$ cat src/rtl/pit_pkg.sv
package pit_pkg;
  localparam int unsigned CNT_W  = 16;
  localparam int unsigned DIGITS = CNT_W / 4;
  localparam int unsigned MODE_W = 3;

  typedef enum logic [MODE_W-1:0] {
    M_TC_INT  = 3'd0,
    M_ONESHOT = 3'd1,
    M_RATE    = 3'd2,
    M_SQUARE  = 3'd3,
    M_SW_STB  = 3'd4,
    M_HW_STB  = 3'd5
  } pit_mode_e;

  // codes 6 and 7 alias the periodic modes
  function automatic pit_mode_e norm_mode(logic [MODE_W-1:0] m);
    return pit_mode_e'((m > 3'd5) ? m - 3'd4 : m);
  endfunction

  function automatic logic [CNT_W-1:0] bcd_dec(logic [CNT_W-1:0] v);
    logic [CNT_W-1:0] r;
    logic borrow;
    r = v;
    borrow = 1'b1;
    for (int i = 0; i < DIGITS; i++) begin
      if (borrow) begin
        if (v[4*i +: 4] == 4'd0) begin
          r[4*i +: 4] = 4'd9;
        end else begin
          r[4*i +: 4] = v[4*i +: 4] - 4'd1;
          borrow = 1'b0;
        end
      end
    end
    return r;
  endfunction
endpackage

$ cat src/rtl/pit_edge_det.sv
module pit_edge_det (
  input  logic clk_i,
  input  logic rst_ni,
  input  logic sig_i,
  output logic rise_o
);
  logic sig_q;

  always_ff @(posedge clk_i or negedge rst_ni) begin
    if (!rst_ni) sig_q <= 1'b0;
    else         sig_q <= sig_i;
  end

  assign rise_o = sig_i & ~sig_q;
endmodule

$ cat src/rtl/pit_count_core.sv
module pit_count_core
  import pit_pkg::*;
(
  input  logic             clk_i,
  input  logic             rst_ni,
  input  logic             tick_i,
  input  logic             gate_i,
  input  logic             rise_i,
  input  logic             load_i,
  input  logic [CNT_W-1:0] load_val_i,
  input  pit_mode_e        load_mode_i,
  input  logic             load_bcd_i,
  output logic [CNT_W-1:0] cnt_o,
  output pit_mode_e        mode_o,
  output logic             bcd_o,
  output logic             live_o,
  output logic             sq_hi_o,
  output logic             run_o,
  output logic             restart_o,
  output logic             at_one_o
);
  localparam logic [CNT_W-1:0] ONE = CNT_W'(1);
  localparam logic [CNT_W-1:0] TWO = CNT_W'(2);

  logic [CNT_W-1:0] cnt_q, init_q;
  pit_mode_e        mode_q;
  logic             bcd_q, live_q, sq_hi_q;
  logic             gate_paused, edge_mode;
  logic [CNT_W-1:0] dec_val, sq_hi_load, sq_lo_load;

  assign gate_paused = (mode_q == M_TC_INT) || (mode_q == M_SW_STB);
  assign edge_mode   = (mode_q == M_ONESHOT) || (mode_q == M_RATE) ||
                       (mode_q == M_SQUARE)  || (mode_q == M_HW_STB);

  assign run_o     = live_q & tick_i & (gate_i | ~gate_paused);
  assign restart_o = live_q & rise_i & edge_mode;
  assign at_one_o  = (cnt_q == ONE);

  assign dec_val    = bcd_q ? bcd_dec(cnt_q) : cnt_q - ONE;
  // high phase runs from N rounded up to even, low phase from N rounded down
  assign sq_hi_load = init_q + CNT_W'(init_q[0]);
  assign sq_lo_load = {init_q[CNT_W-1:1], 1'b0};

  always_ff @(posedge clk_i or negedge rst_ni) begin
    if (!rst_ni) begin
      cnt_q   <= '0;
      init_q  <= '0;
      mode_q  <= M_TC_INT;
      bcd_q   <= 1'b0;
      live_q  <= 1'b0;
      sq_hi_q <= 1'b0;
    end else if (load_i) begin
      cnt_q   <= (load_mode_i == M_SQUARE) ? load_val_i + CNT_W'(load_val_i[0])
                                           : load_val_i;
      init_q  <= load_val_i;
      mode_q  <= load_mode_i;
      bcd_q   <= load_bcd_i & (load_mode_i != M_SQUARE);
      live_q  <= 1'b1;
      sq_hi_q <= 1'b1;
    end else if (restart_o) begin
      cnt_q   <= (mode_q == M_SQUARE) ? sq_hi_load : init_q;
      sq_hi_q <= 1'b1;
    end else if (run_o) begin
      unique case (mode_q)
        M_RATE:   cnt_q <= at_one_o ? init_q : dec_val;
        M_SQUARE: begin
          if (cnt_q == TWO) begin
            cnt_q   <= sq_hi_q ? sq_lo_load : sq_hi_load;
            sq_hi_q <= ~sq_hi_q;
          end else begin
            cnt_q <= cnt_q - TWO;
          end
        end
        default:  cnt_q <= dec_val;
      endcase
    end
  end

  assign cnt_o   = cnt_q;
  assign mode_o  = mode_q;
  assign bcd_o   = bcd_q;
  assign live_o  = live_q;
  assign sq_hi_o = sq_hi_q;
endmodule

$ cat src/rtl/pit_out_gen.sv
module pit_out_gen
  import pit_pkg::*;
(
  input  logic      clk_i,
  input  logic      rst_ni,
  input  pit_mode_e mode_i,
  input  logic      load_i,
  input  pit_mode_e load_mode_i,
  input  logic      restart_i,
  input  logic      run_i,
  input  logic      at_one_i,
  input  logic      sq_hi_i,
  output logic      out_o
);
  logic out_q, fired_q;

  always_ff @(posedge clk_i or negedge rst_ni) begin
    if (!rst_ni) begin
      out_q   <= 1'b0;
      fired_q <= 1'b0;
    end else if (load_i) begin
      out_q   <= (load_mode_i == M_ONESHOT);
      fired_q <= 1'b0;
    end else if (restart_i) begin
      out_q   <= (mode_i == M_ONESHOT);
      fired_q <= 1'b0;
    end else if (run_i) begin
      unique case (mode_i)
        M_TC_INT:  if (at_one_i) out_q <= 1'b1;
        M_ONESHOT: if (at_one_i) out_q <= 1'b0;
        M_RATE:    out_q <= at_one_i;
        M_SW_STB, M_HW_STB: begin
          out_q <= at_one_i & ~fired_q;
          if (at_one_i) fired_q <= 1'b1;
        end
        default: ;
      endcase
    end
  end

  assign out_o = (mode_i == M_SQUARE) ? sq_hi_i : out_q;
endmodule

$ cat src/rtl/pit_channel.sv
module pit_channel
  import pit_pkg::*;
(
  input  logic                clk_i,
  input  logic                rst_ni,
  input  logic                tick_i,
  input  logic                gate_i,
  input  logic                load_i,
  input  logic [CNT_W-1:0]    load_count_i,
  input  logic [MODE_W-1:0]   load_mode_i,
  input  logic                load_bcd_i,
  output logic [CNT_W-1:0]    count_o,
  output logic                out_o
);
  pit_mode_e load_mode_w, mode_w;
  logic      rise_w, bcd_w, live_w, sq_hi_w, run_w, restart_w, at_one_w;

  assign load_mode_w = norm_mode(load_mode_i);

  pit_edge_det u_gate_edge (
    .clk_i  (clk_i),
    .rst_ni (rst_ni),
    .sig_i  (gate_i),
    .rise_o (rise_w)
  );

  pit_count_core u_core (
    .clk_i       (clk_i),
    .rst_ni      (rst_ni),
    .tick_i      (tick_i),
    .gate_i      (gate_i),
    .rise_i      (rise_w),
    .load_i      (load_i),
    .load_val_i  (load_count_i),
    .load_mode_i (load_mode_w),
    .load_bcd_i  (load_bcd_i),
    .cnt_o       (count_o),
    .mode_o      (mode_w),
    .bcd_o       (bcd_w),
    .live_o      (live_w),
    .sq_hi_o     (sq_hi_w),
    .run_o       (run_w),
    .restart_o   (restart_w),
    .at_one_o    (at_one_w)
  );

  pit_out_gen u_out (
    .clk_i       (clk_i),
    .rst_ni      (rst_ni),
    .mode_i      (mode_w),
    .load_i      (load_i),
    .load_mode_i (load_mode_w),
    .restart_i   (restart_w),
    .run_i       (run_w),
    .at_one_i    (at_one_w),
    .sq_hi_i     (sq_hi_w),
    .out_o       (out_o)
  );
endmodule

$ cat config.mk
export PLATFORM = sky130hd
export DESIGN_NAME = pit_channel
export DESIGN_NICKNAME = d
export VERILOG_FILES = /design/src/rtl/pit_pkg.sv /design/src/rtl/pit_edge_det.sv /design/src/rtl/pit_count_core.sv /design/src/rtl/pit_out_gen.sv /design/src/rtl/pit_channel.sv
export SDC_FILE = /design/constraint.sdc
export NUM_CORES = 1
export LEC_CHECK = 0
export BUFFER_PORTS_ARGS = -buffer_cell sky130_fd_sc_hd__buf_2
export CAP_MARGIN = 15
export CORE_UTILIZATION = 60
export DETAILED_ROUTE_END_ITERATION = 6
export GPL_TIMING_DRIVEN = 0
export PLACE_DENSITY = 0.81
export SLEW_MARGIN = 20
export SYNTH_ARGS = -nofsm -noshare
export SYNTH_HDL_FRONTEND = slang
export SYNTH_SLANG_ARGS = --single-unit
$ cat constraint.sdc
create_clock -name clk_i -period 5.8 [get_ports clk_i]
set_input_delay 0.29 -clock clk_i [delete_from_list [all_inputs] [get_ports clk_i]]
set_output_delay 0.29 -clock clk_i [all_outputs]
set_load 0.01 [all_outputs]
-- Word-level counts from Yosys, hierarchy flattened
Cells that the tools add are included.
- add/subtract/negate cells: 9
- $mul: 0
- div/mod/pow operators: 0
- order comparisons: 1
- eq/ne operators: 12
- shifts and indexed selects: 0
- mux-type cells: 39
- bitwise operators: 12
- reductions and logical operators: 19
- operators by type and width (operator ; number):
    $mux W16 ; 9
    $add A16 B1 Y16 ; 2
    $pmux W16 S2 ; 1
    $mux W4 ; 7
    $mux W1 ; 20
    $eq A16 B1 Y1 const B ; 1
    $eq A16 B2 Y1 const B ; 1
    $logic_not A4 Y1 ; 4
    $sub A16 B1 Y16 const B ; 1
    $sub A16 B2 Y16 const B ; 1
    $sub A4 B1 Y4 const B ; 4
    $reduce_bool A3 Y1 ; 5
    $eq A3 B2 Y1 const B ; 3
    $ne A4 B3 Y1 const B ; 2
    $and A1 B1 Y1 ; 7
    $eq A3 B1 Y1 const B ; 2
    $eq A3 B3 Y1 const B ; 2
    $reduce_and A3 Y1 ; 2
    $reduce_bool A6 Y1 ; 1
    $logic_or A1 B1 Y1 ; 4
    $not A1 Y1 ; 4
    $pmux W1 S4 ; 1
    $reduce_and A4 Y1 ; 1
    $gt A3 B3 Y1 const B ; 1
    other kinds (6) ; 6
- flip-flop bits (word level): 41
- latch bits: 0
- RAM bits: 0
- memory bits (read-only): 0
- input bits: 25
- output and inout bits: 17
- logic and storage cells: 101
- memories: 0

-- Depth between registers and ports, before layout
Gate-level depths: netlist of run 1.
- depth after elaboration: 11
- mapped depth: 10
- mapped depth without buffers: 8

-- Cells and area by module
From an unflattened synthesis of run 1, not the netlist that was laid out.
- cell total of the unflattened synthesis: 530
- area total of the unflattened synthesis: 4171.5 um^2
- modules (own cells, without submodules) (module ; instances ; cells an instance ; area an instance (um^2) ; seq. area each (um^2)):
    pit_count_core ; 1 ; 506 ; 3932.5 ; 950.9
    pit_out_gen ; 1 ; 21 ; 186.4 ; 50.0
    pit_edge_det ; 1 ; 2 ; 38.8 ; 25.0
    pit_channel ; 1 ; 1 ; 13.8 ; 0.0

-- Worst setup path after synthesis of run 1
No wires, ideal clock.
- kind: reg-to-reg
- from: register u_core.cnt_q[2], in the netlist u_core.cnt_o[2]
- to: register u_core.cnt_q[9], in the netlist u_core.cnt_o[9]
- setup time: 0.065 ns
- arrival: 2.343 ns
- data required time: 5.735 ns
- path slack: 3.392 ns
- stages on the path, launching flop included: 11
- path buffers: 2
- period minus slack after synthesis: 2.408 ns
- cells stage by stage: dfrtp_1 -> clkbuf_1 -> inv_1 -> ha_1 -> or4b_1 -> buf_2 -> or3_1 -> a31oi_1 -> o21ai_0 -> a41oi_1 -> o22a_1
- longest elaborated chain between the ends: 10
- elaborated cells on any way between the ends: 15
- those cells by class: add/sub: 2; eq/ne: 2; mux: 10; reduce/logical: 1
- ends and longest elaborated chain (item ; RTL line ; RTL):
    start, declared ; pit_count_core.sv:25 ; logic [CNT_W-1:0] cnt_q, init_q;
    start signal, assigned ; pit_count_core.sv:53 ; cnt_q <= (load_mode_i == M_SQUARE) ? load_val_i + CNT_W'(load_val_i[0])
    start signal, assigned ; pit_count_core.sv:61 ; cnt_q <= (mode_q == M_SQUARE) ? sq_hi_load : init_q;
    start signal, assigned ; pit_count_core.sv:65 ; M_RATE: cnt_q <= at_one_o ? init_q : dec_val;
    branches (longest 6 deep; another with $sub A16 B1 Y16) ; -- ;
    $pmux W16 S2 (*) ; pit_count_core.sv:64 ; unique case (mode_q)
    $mux W16 (*) ; pit_count_core.sv:63 ; end else if (run_o) begin
    $mux W16 (*) ; pit_count_core.sv:60 ; end else if (restart_o) begin
    $mux W16 (*) ; pit_count_core.sv:52 ; end else if (load_i) begin
Every way passes the cells marked *. The select of a mux whose other input is x is not followed.
A chain may end at the register's enable or synchronous reset.

-- Worst setup path after layout of run 1
- from: register u_core.cnt_q[0], in the netlist u_core.cnt_o[0]
- to: register u_core.cnt_q[10], in the netlist u_core.cnt_o[10]
The elaborated chain is that of the path after synthesis.

==> impl_summary.md, run 1 <==
Outcome
The flow ran to the end, but the final reports show violations. The final reports fail on negative hold slack.

Finish
Leaving out fill and tap cells, the most frequent cells in the layout are 58 x sky130_fd_sc_hd__buf_2, 56 x sky130_fd_sc_hd__nand2_1, 45 x sky130_fd_sc_hd__nor2_1. The post-layout instance area is ~4700 sq um. The library cell used most frequently in the layout, excluding fill and tap cells, is sky130_fd_sc_hd__buf_2. The final standard cell utilization of the core is 0.685. In the final design database the tool counted 622 nets. The layout overhead on the synthesized area is 9.90%. In the final layout, the share of cells above drive strength 1 is 0.171. Counting the fill cells in the layout gives 588. The final antenna diode count is 0.

Worst setup path
For the worst setup path, the data arrival time is between 3000 and 4000 ps. For the worst flop-to-flop path, the logic depth is 10. The worst path required time is 5970 ps. The sort of element at the end of the critical path is a flip-flop.

Along the worst path, the maximum fanout reaches 10. The category of the critical setup timing path is flip-flop to flip-flop. The element type at the critical path start is a flip-flop.

Timing
Hold timing on the final database bottoms out at a slack of -29.8 ps. Adding up every negative setup slack in the final design gives 0 ps. Setup repair after global routing left no endpoint under its margin. The time the final worst path needs with I/O delays and setup is 3310 ps. Headroom to the max-slew limit came out at 0.335.

The final count of pins violating max slew is 0. Of the available clock period, the critical path in the final layout requires 0.571. The total of endpoints with negative setup slack in the final report is 0. On the final layout, the worst clock skew is 7.00 ps. Timing would allow up to a little over 300 MHz. The final-report hold violation count is 41. At the pin with the least slew margin, the transition time is 989 ps.

Die
After floorplanning, the core was divided into 30 placement rows. The die outline height is between 80 and 90 um. The core region is 6790 sq um. The die is between 80 and 90 um wide. For this configuration, the core starts out at a cell density of 0.623. The full die area is 7400 sq um. The top-level port count is 42.

Logic synthesis
By area the synthesized netlist is led by sky130_fd_sc_hd__dfrtp_1 24%, sky130_fd_sc_hd__xnor2_1 6.6%, sky130_fd_sc_hd__nand2_1 5.0%. Of the total synthesized cell area, the portion taken by full adders, half adders and majority gates is 0.0207. The post-synthesis cell count is 542.

The cell area after synthesis is 4240 sq um. Of the post-synthesis cell area, the part taken by muxes is 0.0517. Counting every net in the synthesized netlist gives 574. The share of the synthesized area in the top cell type is 0.242. Yosys mapped a number of flops with a built-in enable equal to 0. Of the synthesized area, sequential elements account for 0.242. The number of flip-flops and latches in the synthesized netlist is 41.

The cell type with the largest total area after synthesis is sky130_fd_sc_hd__dfrtp_1. The post-synthesis compound-gate area fraction is 0.223. Of the total synthesized cell area, the portion taken by XOR and XNOR cells is 0.0931.

Counting flops with an async set or reset pin after synthesis yields a share of 1.00. The basic-gate share of the synthesized area counting and, or, nand and nor cells is 0.303. The number of distinct library cells after synthesis is 74. The combinational family with the most area after synthesis is simple AND/OR/NAND/NOR gates.

For this run, the number of Yosys warnings is 0. In the synthesized netlist the dominant register cell turns out to be sky130_fd_sc_hd__dfrtp_1. The average instance in the mapped netlist occupies 7.81 sq um.

Clock tree
The post-cts sizing count is 0. For this design, the CTS-stage hold fixing added 0 buffers. The tree is rooted in a sky130_fd_sc_hd__clkbuf_8. The later pin in the worst-skew pair is clocked with a latency of slightly above 300 ps. The H-tree generated during clock tree synthesis spans 2 levels.

The CTS tree is built. After clock tree synthesis, the setup repair step added 0 buffers. After clock tree synthesis, the clock-pin slew on the worst setup and hold paths is 90 ps.

The clock passes through at most 2 buffers. The number of clock sinks is 41. Counting the buffers created by CTS gives 5.

Global routing
Entering global routing, the biggest net connects 42 pins. The first-pass GRT wire length is 23.8 mm. The number of global-route vias before repair is around 4400.

The total overflow reported by the global router is 0. The initial antenna violation count came to 0. Across every metal layer, demand over resource in global routing totals 0.422.

Placed design
The total cell area at the placement stage is between 4000 and 5000 sq um. The HPWL after detailed placement is 11.2 mm. Input and output buffers added on the ports amount to about 40. The congestion estimate from routability-driven global placement came to 0.988.

Detailed routing
The final layout contains routed wiring with a total length of 15.1 mm. The wire length per cell is 22.0 um. The DRC violation count after routing is 0. The via total after detailed routing is 4784. The antenna violation net count after detailed routing is 0. In the routed layout, each cell is associated on average with a via count of 6.96.

In this run, the number of DRC markers left after iteration 0 of detailed routing was roughly 700. The first detailed-routing pass took 6 iterations.

Power and ir drop
In this run the power density over the cells is 228 nW/um^2. The final total power is 1.06 mW. IR analysis of the VDD net gives a maximum drop of 0.145 mV. The cell leakage power is 1.78 nW.

Run
The tool flagged a number of max-cap violations equal to 0.

Hold path
The path type of the worst min-delay path is input pin to asynchronous set/reset pin.
## Yosys cell counts, types with 6 or more instances
master and n:
sky130_fd_sc_hd__a31oi_1 7, sky130_fd_sc_hd__mux2_2 15, sky130_fd_sc_hd__clkbuf_1 20, sky130_fd_sc_hd__nor3_1 21
sky130_fd_sc_hd__a22oi_1 6, sky130_fd_sc_hd__xor2_1 13, sky130_fd_sc_hd__nand4_1 22, sky130_fd_sc_hd__xnor2_1 32
sky130_fd_sc_hd__dfrtp_1 41, sky130_fd_sc_hd__buf_2 18, sky130_fd_sc_hd__nor2_1 45, sky130_fd_sc_hd__ha_1 7
sky130_fd_sc_hd__a21oi_1 23, sky130_fd_sc_hd__and3_1 6, sky130_fd_sc_hd__o21ai_0 25, sky130_fd_sc_hd__nand2_1 56
sky130_fd_sc_hd__or3_1 11, sky130_fd_sc_hd__nand3_1 15, sky130_fd_sc_hd__inv_1 19, sky130_fd_sc_hd__nor4_1 12
## path summary, 6_finish.rpt
path,to,slack (ps),startpoint
hold / removal,u_core.cnt_o[0]$_DFFE_PN0P_,-30,rst_ni
hold reg to reg,u_core.live_o$_DFFE_PN0P_,530,u_core.live_o$_DFFE_PN0P_
setup / recovery,u_core.cnt_o[10]$_DFFE_PN0P_,2490,u_core.cnt_o[0]$_DFFE_PN0P_
min in group clk_i,u_gate_edge.sig_q$_DFF_PN0_,120,gate_i
setup reg to reg,u_core.cnt_o[10]$_DFFE_PN0P_,2490,u_core.cnt_o[0]$_DFFE_PN0P_
max in group asynchronous,u_core.cnt_o[7]$_DFFE_PN0P_,5440,rst_ni
## registers in the layout (all words and copies together), names as in the netlist
| signal | flops |
|---|---|
| u_out.fired_q | 1 |
| u_out.out_q | 1 |
| u_core.sq_hi_o | 1 |
| u_core.init_q | 16 |
| u_core.bcd_o | 1 |
| u_core.cnt_o | 16 |
| u_core.mode_o | 3 |
| u_core.live_o | 1 |
| u_gate_edge.sig_q | 1 |
## power breakdown
group / switching [mW] / internal (mW)
Sequential: 0.0416 / 0.321
Clock: 0.123 / 0.0848
Combinational: 0.316 / 0.176
## cell families after synthesis
group / Yosys count
AO/OA/AOI/OAI: 134
XOR/XNOR: 45
adder cells (fa/ha/maj): 7
buffers and inverters: 65
flip-flops: 41
multiplexers: 20
AND/OR/NAND/NOR: 230
## layout make-up
| type | instances | area [sq um] | share of cell area |
|---|---|---|---|
| Buffer | 46 | 208 | 0.0446 |
| Timing Repair Buffer | 41 | 208 | 0.0446 |
| Clock buffer | 5 | 68.8 | 0.0148 |
| Multi-Input combinational cell | 436 | 2930 | 0.630 |
| Tap cell | 96 | 120 | 0.0258 |
| Clock inverter | 3 | 22.5 | 0.00484 |
| Sequential cell | 41 | 1030 | 0.220 |
| Inverter | 19 | 71.3 | 0.0153 |
## metrics by stage
step / worst slack (ps) / cells
global placement: 2710 / 679
CTS: 2670 / 687
finish: 2490 / 687
floorplan: 3390 / 542
global route: 2420 / 687
detailed placement: 2700 / 679
## layer usage
layer | vias to the layer above | share of wire | track usage
met2 | 383 | 0.44 | 0.652
met1 | 2228 | 0.40 | 0.570
met5 | - | 0 | 0
met3 | 65 | 0.12 | 0.0895
li1 | 2108 | - | -
met4 | 0 | 0.040 | 0.179
## worst max-delay path: stages (launching register included)
cell                       delay, ps
sky130_fd_sc_hd__dfrtp_1         490
sky130_fd_sc_hd__inv_1           140
sky130_fd_sc_hd__ha_1            210
sky130_fd_sc_hd__clkbuf_1        260
sky130_fd_sc_hd__nor3b_1         220
sky130_fd_sc_hd__nand4_1         180
sky130_fd_sc_hd__clkbuf_1        510
sky130_fd_sc_hd__nand2_1         330
sky130_fd_sc_hd__o221ai_1        310
sky130_fd_sc_hd__a221oi_1         90
sky130_fd_sc_hd__a221oi_1        420
(Power assumes the default switching activity.)
==> run 2, diff against run 1 <==
--- a/config.mk
+++ b/config.mk
@@ -7,10 +7,10 @@
 export LEC_CHECK = 0
 export BUFFER_PORTS_ARGS = -buffer_cell sky130_fd_sc_hd__buf_2
 export CAP_MARGIN = 15
-export CORE_UTILIZATION = 60
+export CORE_UTILIZATION = 55
 export DETAILED_ROUTE_END_ITERATION = 6
 export GPL_TIMING_DRIVEN = 0
-export PLACE_DENSITY = 0.81
+export PLACE_DENSITY = 0.78
 export SLEW_MARGIN = 20
 export SYNTH_ARGS = -nofsm -noshare
 export SYNTH_HDL_FRONTEND = slang
==> constraint.sdc (replaced) <==
create_clock -name clk_i -period 2.9 [get_ports clk_i]
set_input_delay 0.145 -clock clk_i [delete_from_list [all_inputs] [get_ports clk_i]]
set_output_delay 0.145 -clock clk_i [all_outputs]
set_load 0.01 [all_outputs]
==> run 2 against run 1 <==
Compared with the run above:
- the flow now finishes without violations
- register-to-register slack worse by 2300 ps
- count of clock-buffer cells in the layout is 2 higher
- sequential cell count did not move
- combinational power rose by 99%
- sequential power increased by 100%
- critical path depth down 1
- utilization fell by 4.7 points
- largest power group unchanged
==> impl_summary.md, run 2 (same netlist as run 1, synthesis figures left out) <==
Outcome
Status: finished, final reports clean (was finished with violations).

Timing
The clock skew after layout came to 5.69 ps (was 7.00 ps). The final count of pins violating max slew is 0 (unchanged). The total of endpoints with negative setup slack in the final report was 0 (unchanged). The achievable clock frequency is 365 MHz (was 302 MHz). The final-report hold violation count came to 0 (was 41).

The worst slew margin relative to its limit is 0.452 (was 0.335). The time the final worst path needs with I/O delays and setup was 2740 ps (was 3310 ps). The post-route fraction of the period consumed by the critical path was 0.945 (was 0.571). Unrepaired setup endpoints after global routing: false (unchanged). The worst-margin pin slew is 815 ps (was 989 ps).

Clock tree
The number of buffers between clock root and the deepest sink was 2 (unchanged). The H-tree level count is 2 (unchanged). The number of buffers inserted during clock tree synthesis was 5 (unchanged). The CTS tree was built (unchanged). The clock transition at the registers of the reported paths is 90 ps (about the same). The clock latency on the worst-skew pair is 300 ps (was 310 ps).

The number of clock sinks was 41 (unchanged). The cell at the root of the clock tree was sky130_fd_sc_hd__clkbuf_8 (unchanged).

Die
The full die area is 8060 sq um (was 7400 sq um). The chip width is 89.8 um (was 86.0 um). The top-level port count is 42 (unchanged). The effective utilization at floorplan came to 0.578 (was 0.623). The area of the core region is 7330 sq um (was 6790 sq um). The standard-cell row count is 31 (was 30). The die outline height is 89.8 um (was 86.0 um).

Hold path
Counting instances, the worst hold path has a depth of 3. The path type of the worst min-delay path is input pin to flip-flop (was input pin to asynchronous set/reset pin).

Worst setup path
The sort of element at the end of the critical path is a flip-flop (unchanged). The element type at the critical path start is a flip-flop (unchanged). The arrival time at the worst endpoint is 2890 ps (was 3480 ps). The maximum fanout along the worst path is 10 (unchanged). The count of cells along the worst register-to-register path is 9 (was 10). The category of the critical setup timing path is flip-flop to flip-flop (unchanged).

The worst path required time is 3050 ps (was 5970 ps).

Detailed routing
The DRC violation count after routing came to 0 (unchanged). The wire length per cell is 21.6 um (was 22.0 um). The number of optimization iterations in the first detailed-route pass came to 5 (was 6). The antenna violation net count after detailed routing was 0 (unchanged). The total detailed-routing wirelength was 14.9 mm (was 15.1 mm).

The number of design-rule violations left by the first detailed-router iteration is 640 (was 710). The via total after detailed routing is 4764 (was 4784). The via count normalized by instance count is 6.89 (was 6.96).

Finish
The layout overhead on the synthesized area came to 10.5% (was 9.90%). The most common cell after layout, fill and taps aside is sky130_fd_sc_hd__buf_2 (unchanged). The final net count was 624 (was 622). The ratio of cells with drive above 1 in the final layout is 0.172 (was 0.171).

The area used by sequential logic in the layout is 1030 sq um (unchanged). The filler cell count in the final layout came to 693 (was 588). The multi-input logic area is 2930 sq um (about the same). The count of placed standard cells in the final layout, fillers left out was 691 (was 687). The final antenna diode count is 0 (unchanged). The final standard cell utilization of the core was 0.639 (was 0.685). Highest-count cells in the layout ignoring fill and taps: 59 x sky130_fd_sc_hd__buf_2, 56 x sky130_fd_sc_hd__nand2_1, 45 x sky130_fd_sc_hd__nor2_1 (was 58 x sky130_fd_sc_hd__buf_2, 56 x sky130_fd_sc_hd__nand2_1, 45 x sky130_fd_sc_hd__nor2_1).

Global routing
The number of global-route vias before repair is 4356 (was 4362). The total overflow reported by the global router is 0 (unchanged). The first-pass GRT wire length was 23.8 mm (about the same). The initial antenna violation count is 0 (unchanged). The largest net degree at the start of global routing is 42 (unchanged). The total global routing track utilization came to 0.372 (was 0.422).

Power and ir drop
The proportion of power drawn by combinational gates is 0.462 (was 0.463). The peak supply drop is 0.247 mV (was 0.145 mV). The design internal power is 1.19 mW (was 0.582 mW). The switching portion of total power is 0.437 (was 0.452). The net switching power was 0.924 mW (was 0.481 mW).

The cell leakage power came to 1.80 nW (was 1.78 nW). The power density normalized to cell area is 451 nW/um^2 (was 228 nW/um^2). The part of the total power dissipated in sequential elements is 0.344 (was 0.341). The portion of total power attributed to the clock network was 0.194 (was 0.196).

Placed design
The routability congestion estimate came to 0.984 (was 0.988). The number of buffers added on ports is 41 (unchanged). The number of placed cells counting well taps is 682 (was 679).

The estimated wirelength of the detail-placed design is 11.1 mm (was 11.2 mm).

Run
The max-capacitance violation count is 0 (unchanged).
run 2: layout make-up:
type,instances,area share
Inverter,19,0.0152
Buffer,45,0.0438
Timing Repair Buffer,44,0.0503
Sequential cell,41,0.219
Clock buffer,7,0.0184
Multi-Input combinational cell,436,0.627
Tap cell,99,0.0265
run 2: critical path, stage by stage, from the launching register on:
cell,delay [ps]
sky130_fd_sc_hd__dfrtp_1,480
sky130_fd_sc_hd__inv_1,140
sky130_fd_sc_hd__ha_2,330
sky130_fd_sc_hd__nor3b_1,210
sky130_fd_sc_hd__nand4_1,200
sky130_fd_sc_hd__buf_2,300
sky130_fd_sc_hd__nand2_1,240
sky130_fd_sc_hd__o221ai_1,190
sky130_fd_sc_hd__a221oi_1,340
sky130_fd_sc_hd__a221oi_1,150
run 2: stage by stage:
stage | TNS [ps] | setup WS [ps] | hold slack [ps] | power, mW | instance area [sq um]
finish | 0 | 159 | 92.6 | 2.11 | 4680
global route | 0 | 40.0 | 107 | 2.21 | 4680
CTS | 0 | 95.1 | 37.8 | 2.07 | 4660
detailed placement | -137 | -137 | 306 | 1.67 | 4560
global placement | -150 | -150 | 292 | 1.66 | 4560
floorplan | 0 | 492 | -151 | 1.37 | 4240
run 2: final timing paths:
kind                                             startpoint                           end  slack (ps)
worst max-delay path            u_core.cnt_o[0]$_DFFE_PN0P_  u_core.cnt_o[10]$_DFFE_PN0P_         160
worst min-delay path                        load_count_i[9]  u_core.init_q[9]$_DFFE_PN0P_          90
worst max register to register  u_core.cnt_o[0]$_DFFE_PN0P_  u_core.cnt_o[10]$_DFFE_PN0P_         160
worst min register to register    u_core.live_o$_DFFE_PN0P_     u_core.live_o$_DFFE_PN0P_         520
max in group asynchronous                            rst_ni   u_core.cnt_o[4]$_DFFE_PN0P_        2140
min in group asynchronous                            rst_ni  u_core.mode_o[1]$_DFFE_PN0P_         380
run 2: power by group through the flow:
stage | sequential (mW) | combinational, mW | clock, mW
2_1_floorplan | 0.734 | 0.633 | 0
3_3_place_gp | 0.730 | 0.928 | 0
3_5_place_dp | 0.734 | 0.935 | 0
4_1_cts | 0.723 | 0.942 | 0.406
5_1_grt | 0.735 | 1.05 | 0.426
6_report | 0.726 | 0.977 | 0.409
run 2: routing by layer:
metal  up-vias  track usage  share of wire
met5         -            0              0
met1      2250        0.517           0.42
li1       2117            -              -
met2       346        0.577           0.44
met4         0        0.138          0.033
met3        51       0.0651           0.10
run 2: what timing repair did:
| item | CTS | global route |
|---|---|---|
| pin swaps | 0 | 2 |
| buffers inserted | 0 | 1 |
| endpoints found under the hold margin | 1 | 41 |
| hold buffers | 1 | 1 |
| resized for setup | 1 | 2 |
| setup endpoints to repair | 1 | 3 |
==> run 3, diff against run 2 <==
--- a/config.mk
+++ b/config.mk
@@ -7,6 +7,7 @@
 export LEC_CHECK = 0
 export BUFFER_PORTS_ARGS = -buffer_cell sky130_fd_sc_hd__buf_2
 export CAP_MARGIN = 15
+export CORE_ASPECT_RATIO = 1.5
 export CORE_UTILIZATION = 55
 export DETAILED_ROUTE_END_ITERATION = 6
 export GPL_TIMING_DRIVEN = 0
==> run 3 against run 2 <==
Compared with the run above:
- utilization is 0.21 points higher
- sequential cell count unchanged
- cell area is 0.21% higher
- combinational power shrank 0.4%
- largest cell class unchanged
==> impl_summary.md, run 3 (same netlist as run 1, synthesis figures left out) <==
Power and ir drop
The net switching power is 0.934 mW (was 0.924 mW). The power density normalized to cell area is 453 nW/um^2 (was 451 nW/um^2). The cell leakage power is 1.80 nW (about the same). The switching portion of total power is 0.440 (was 0.437). The final total power is 2.12 mW (was 2.11 mW).

The proportion of power drawn by combinational gates is 0.458 (was 0.462). The portion of total power attributed to the clock network came to 0.202 (was 0.194). The design internal power was 1.19 mW (about the same). The peak supply drop came to 0.395 mV (was 0.247 mV).

The part of the total power dissipated in sequential elements is 0.340 (was 0.344).

Timing
The post-route fraction of the period consumed by the critical path is 0.959 (was 0.945). The achievable clock frequency is 359 MHz (was 365 MHz). The final count of pins violating max slew is 0 (unchanged). The clock skew after layout was 14.2 ps (was 5.69 ps).

The worst slew margin relative to its limit came to 0.386 (was 0.452). The final-report hold violation count was 0 (unchanged). The time the final worst path needs with I/O delays and setup is 2780 ps (was 2740 ps). The worst-margin pin slew was 915 ps (was 815 ps).

Unrepaired setup endpoints after global routing: false (unchanged). The post-layout worst setup margin is 118 ps (was 159 ps). The total of endpoints with negative setup slack in the final report is 0 (unchanged).

Worst setup path
The slowest stage cell on the critical path is sky130_fd_sc_hd__nor3_1 (was sky130_fd_sc_hd__dfrtp_1). The element type at the critical path start is a flip-flop (unchanged). The count of cells along the worst register-to-register path is 7 (was 9). The buffer and inverter count on the worst path is 1 (was 2). Cell-by-cell listing of the critical path: buf_2 -> nor4_4 -> nand4_1 -> nor3_1 -> nand2_1 -> a41oi_1 -> o22a_1 (was inv_1 -> ha_2 -> nor3b_1 -> nand4_1 -> buf_2 -> nand2_1 -> o221ai_1 -> a221oi_1 -> a221oi_1). The endpoint of the lowest-slack register-to-register path was u_core.cnt_o[9]$_DFFE_PN0P_ (was u_core.cnt_o[10]$_DFFE_PN0P_). The worst path required time is 3150 ps (was 3050 ps). The category of the critical setup timing path is flip-flop to flip-flop (unchanged). The maximum fanout along the worst path is 10 (unchanged). The longest individual stage delay on the worst path is 750 ps (was 480 ps). The sort of element at the end of the critical path is a flip-flop (unchanged). The worst setup slack for register-to-register paths is 120 ps (was 160 ps). The start point of the critical path is u_core.cnt_o[10]$_DFFE_PN0P_ (was u_core.cnt_o[0]$_DFFE_PN0P_). The startpoint of the worst-slack reg-to-reg timing path was u_core.cnt_o[10]$_DFFE_PN0P_ (was u_core.cnt_o[0]$_DFFE_PN0P_).

The arrival time at the worst endpoint was 3040 ps (was 2890 ps). The family with the most delay on the worst path was simple AND/OR/NAND/NOR gates (was compound AO/OA/AOI/OAI gates).

Finish
The multi-input logic area is 2940 sq um (was 2930 sq um). The ratio of cells with drive above 1 in the final layout is 0.176 (was 0.172). The final antenna diode count came to 0 (unchanged). The final net count is 623 (was 624). The area used by sequential logic in the layout is 1030 sq um (unchanged).

Highest-count cells in the layout ignoring fill and taps: 59 x sky130_fd_sc_hd__buf_2, 56 x sky130_fd_sc_hd__nand2_1, 45 x sky130_fd_sc_hd__nor2_1 (unchanged). The layout overhead on the synthesized area came to 10.8% (was 10.5%). The most common cell after layout, fill and taps aside is sky130_fd_sc_hd__buf_2 (unchanged). The final standard cell utilization of the core came to 0.641 (was 0.639). The filler cell count in the final layout is 727 (was 693).

Placed design
The post-placement worst setup slack was -197 ps (was -137 ps). The number of buffers added on ports is 41 (unchanged). The estimated wirelength of the detail-placed design is 11.4 mm (was 11.1 mm). The routability congestion estimate is 0.942 (was 0.984).

Global routing
The total overflow reported by the global router is 0 (unchanged). The first-pass GRT wire length is 23.3 mm (was 23.8 mm). The largest net degree at the start of global routing is 42 (unchanged).

The number of global-route vias before repair came to 4278 (was 4356). The initial antenna violation count was 0 (unchanged). The total global routing track utilization came to 0.389 (was 0.372).

Detailed routing
The total detailed-routing wirelength came to 15.0 mm (was 14.9 mm). The via count normalized by instance count came to 6.61 (was 6.89). The number of design-rule violations left by the first detailed-router iteration is 467 (was 640). The antenna violation net count after detailed routing is 0 (unchanged). The wire length per cell is 21.7 um (was 21.6 um). The via total after detailed routing is 4577 (was 4764).

The DRC violation count after routing is 0 (unchanged). The number of optimization iterations in the first detailed-route pass is 6 (was 5).

Die
The effective utilization at floorplan is 0.578 (about the same). The die outline height is 109 um (was 89.8 um). The top-level port count came to 42 (unchanged). The standard-cell row count is 38 (was 31).

The area of the core region is 7320 sq um (was 7330 sq um). The chip width was 73.7 um (was 89.8 um). The full die area is 8060 sq um (about the same).

Hold path
The path type of the worst min-delay path is input pin to flip-flop (unchanged). The worst hold path endpoint is u_core.init_q[14]$_DFFE_PN0P_ (was u_core.init_q[9]$_DFFE_PN0P_). The worst hold path stage count is 3 (unchanged).

The start point of the worst min-delay path is load_count_i[14] (was load_count_i[9]).

Clock tree
The clock transition at the registers of the reported paths is 90 ps (about the same). The CTS tree is built (unchanged). The number of buffers between clock root and the deepest sink is 2 (unchanged). The number of buffers inserted during clock tree synthesis is 5 (unchanged). The H-tree level count is 2 (unchanged).

The cell at the root of the clock tree is sky130_fd_sc_hd__clkbuf_8 (unchanged). The number of clock sinks is 41 (unchanged). The clock latency on the worst-skew pair is 320 ps (was 300 ps).

Run
The max-capacitance violation count is 0 (unchanged).

Outcome
Status: finished, final reports clean (unchanged).
==> run 3: changes by cell type in the layout (fill, tap and decap cells not counted) <==
| cell | before | now |
|---|---|---|
| sky130_fd_sc_hd__clkinv_2 | 0 | 1 |
| sky130_fd_sc_hd__a221oi_1 | 5 | 4 |
| sky130_fd_sc_hd__buf_4 | 3 | 2 |
| sky130_fd_sc_hd__clkinv_4 | 0 | 1 |
| sky130_fd_sc_hd__a221oi_2 | 0 | 1 |
| sky130_fd_sc_hd__clkbuf_1 | 19 | 18 |
==> run 3: per-layer routing <==
metal,GRT usage,vias to the layer above,wire [um]
met3,0.0559,59,1110
met4,0.214,0,803
met2,0.641,279,7210
met5,0,-,0
met1,0.481,2113,5870
li1,-,2126,-
==> run 3: worst max path at each step <==
stage	to	slack (ps)	cells after the start
detailed placement	u_core.cnt_o[10]$_DFFE_PN0P_	-200	10
CTS	u_core.cnt_o[10]$_DFFE_PN0P_	20	10
global route	u_core.cnt_o[9]$_DFFE_PN0P_	30	7
finish	u_core.cnt_o[9]$_DFFE_PN0P_	120	7
global placement	u_core.cnt_o[10]$_DFFE_PN0P_	-240	10
floorplan	u_core.cnt_o[9]$_DFFE_PN0P_	490	10
==> run 3: cell type report <==
class | count | area share
Clock buffer | 6 | 0.0176
Clock inverter | 2 | 0.00293
Timing Repair Buffer | 43 | 0.0485
Buffer | 45 | 0.0437
Multi-Input combinational cell | 436 | 0.627
Tap cell | 100 | 0.0267
Sequential cell | 41 | 0.219
Inverter | 19 | 0.0152
==> run 3: metrics by stage <==
stage	hold slack [ps]	setup TNS, ps	area (sq um)	cells
final	82.7	0	4690	692
after floorplan	-151	0	4240	542
after CTS	14.8	0	4680	692
after global routing	91.4	0	4690	692
after global placement	299	-244	4570	683
after detailed placement	306	-197	4570	683
==> run 3: power groups by stage <==
stage	logic [mW]	clock network [mW]	registers, mW
after floorplan	0.633	0	0.734
after global placement	0.930	0	0.728
after detailed placement	0.937	0	0.732
after CTS	0.947	0.426	0.720
after global routing	1.05	0.442	0.731
final	0.973	0.429	0.723
==> run 3: repair_timing <==
action,CTS,global route
pin swaps,0,0
hold buffers,1,1
hold endpoints to repair,1,41
resized for setup,2,2
buffers inserted,0,0
endpoints found under the setup margin,1,3
==> run 3: worst min-delay path, delay by kind of cell <==
family                 cells  cell delay (ps)
AND/OR/NAND/NOR            1               50
AO/OA/AOI/OAI              1               60
buffers and inverters      1              110
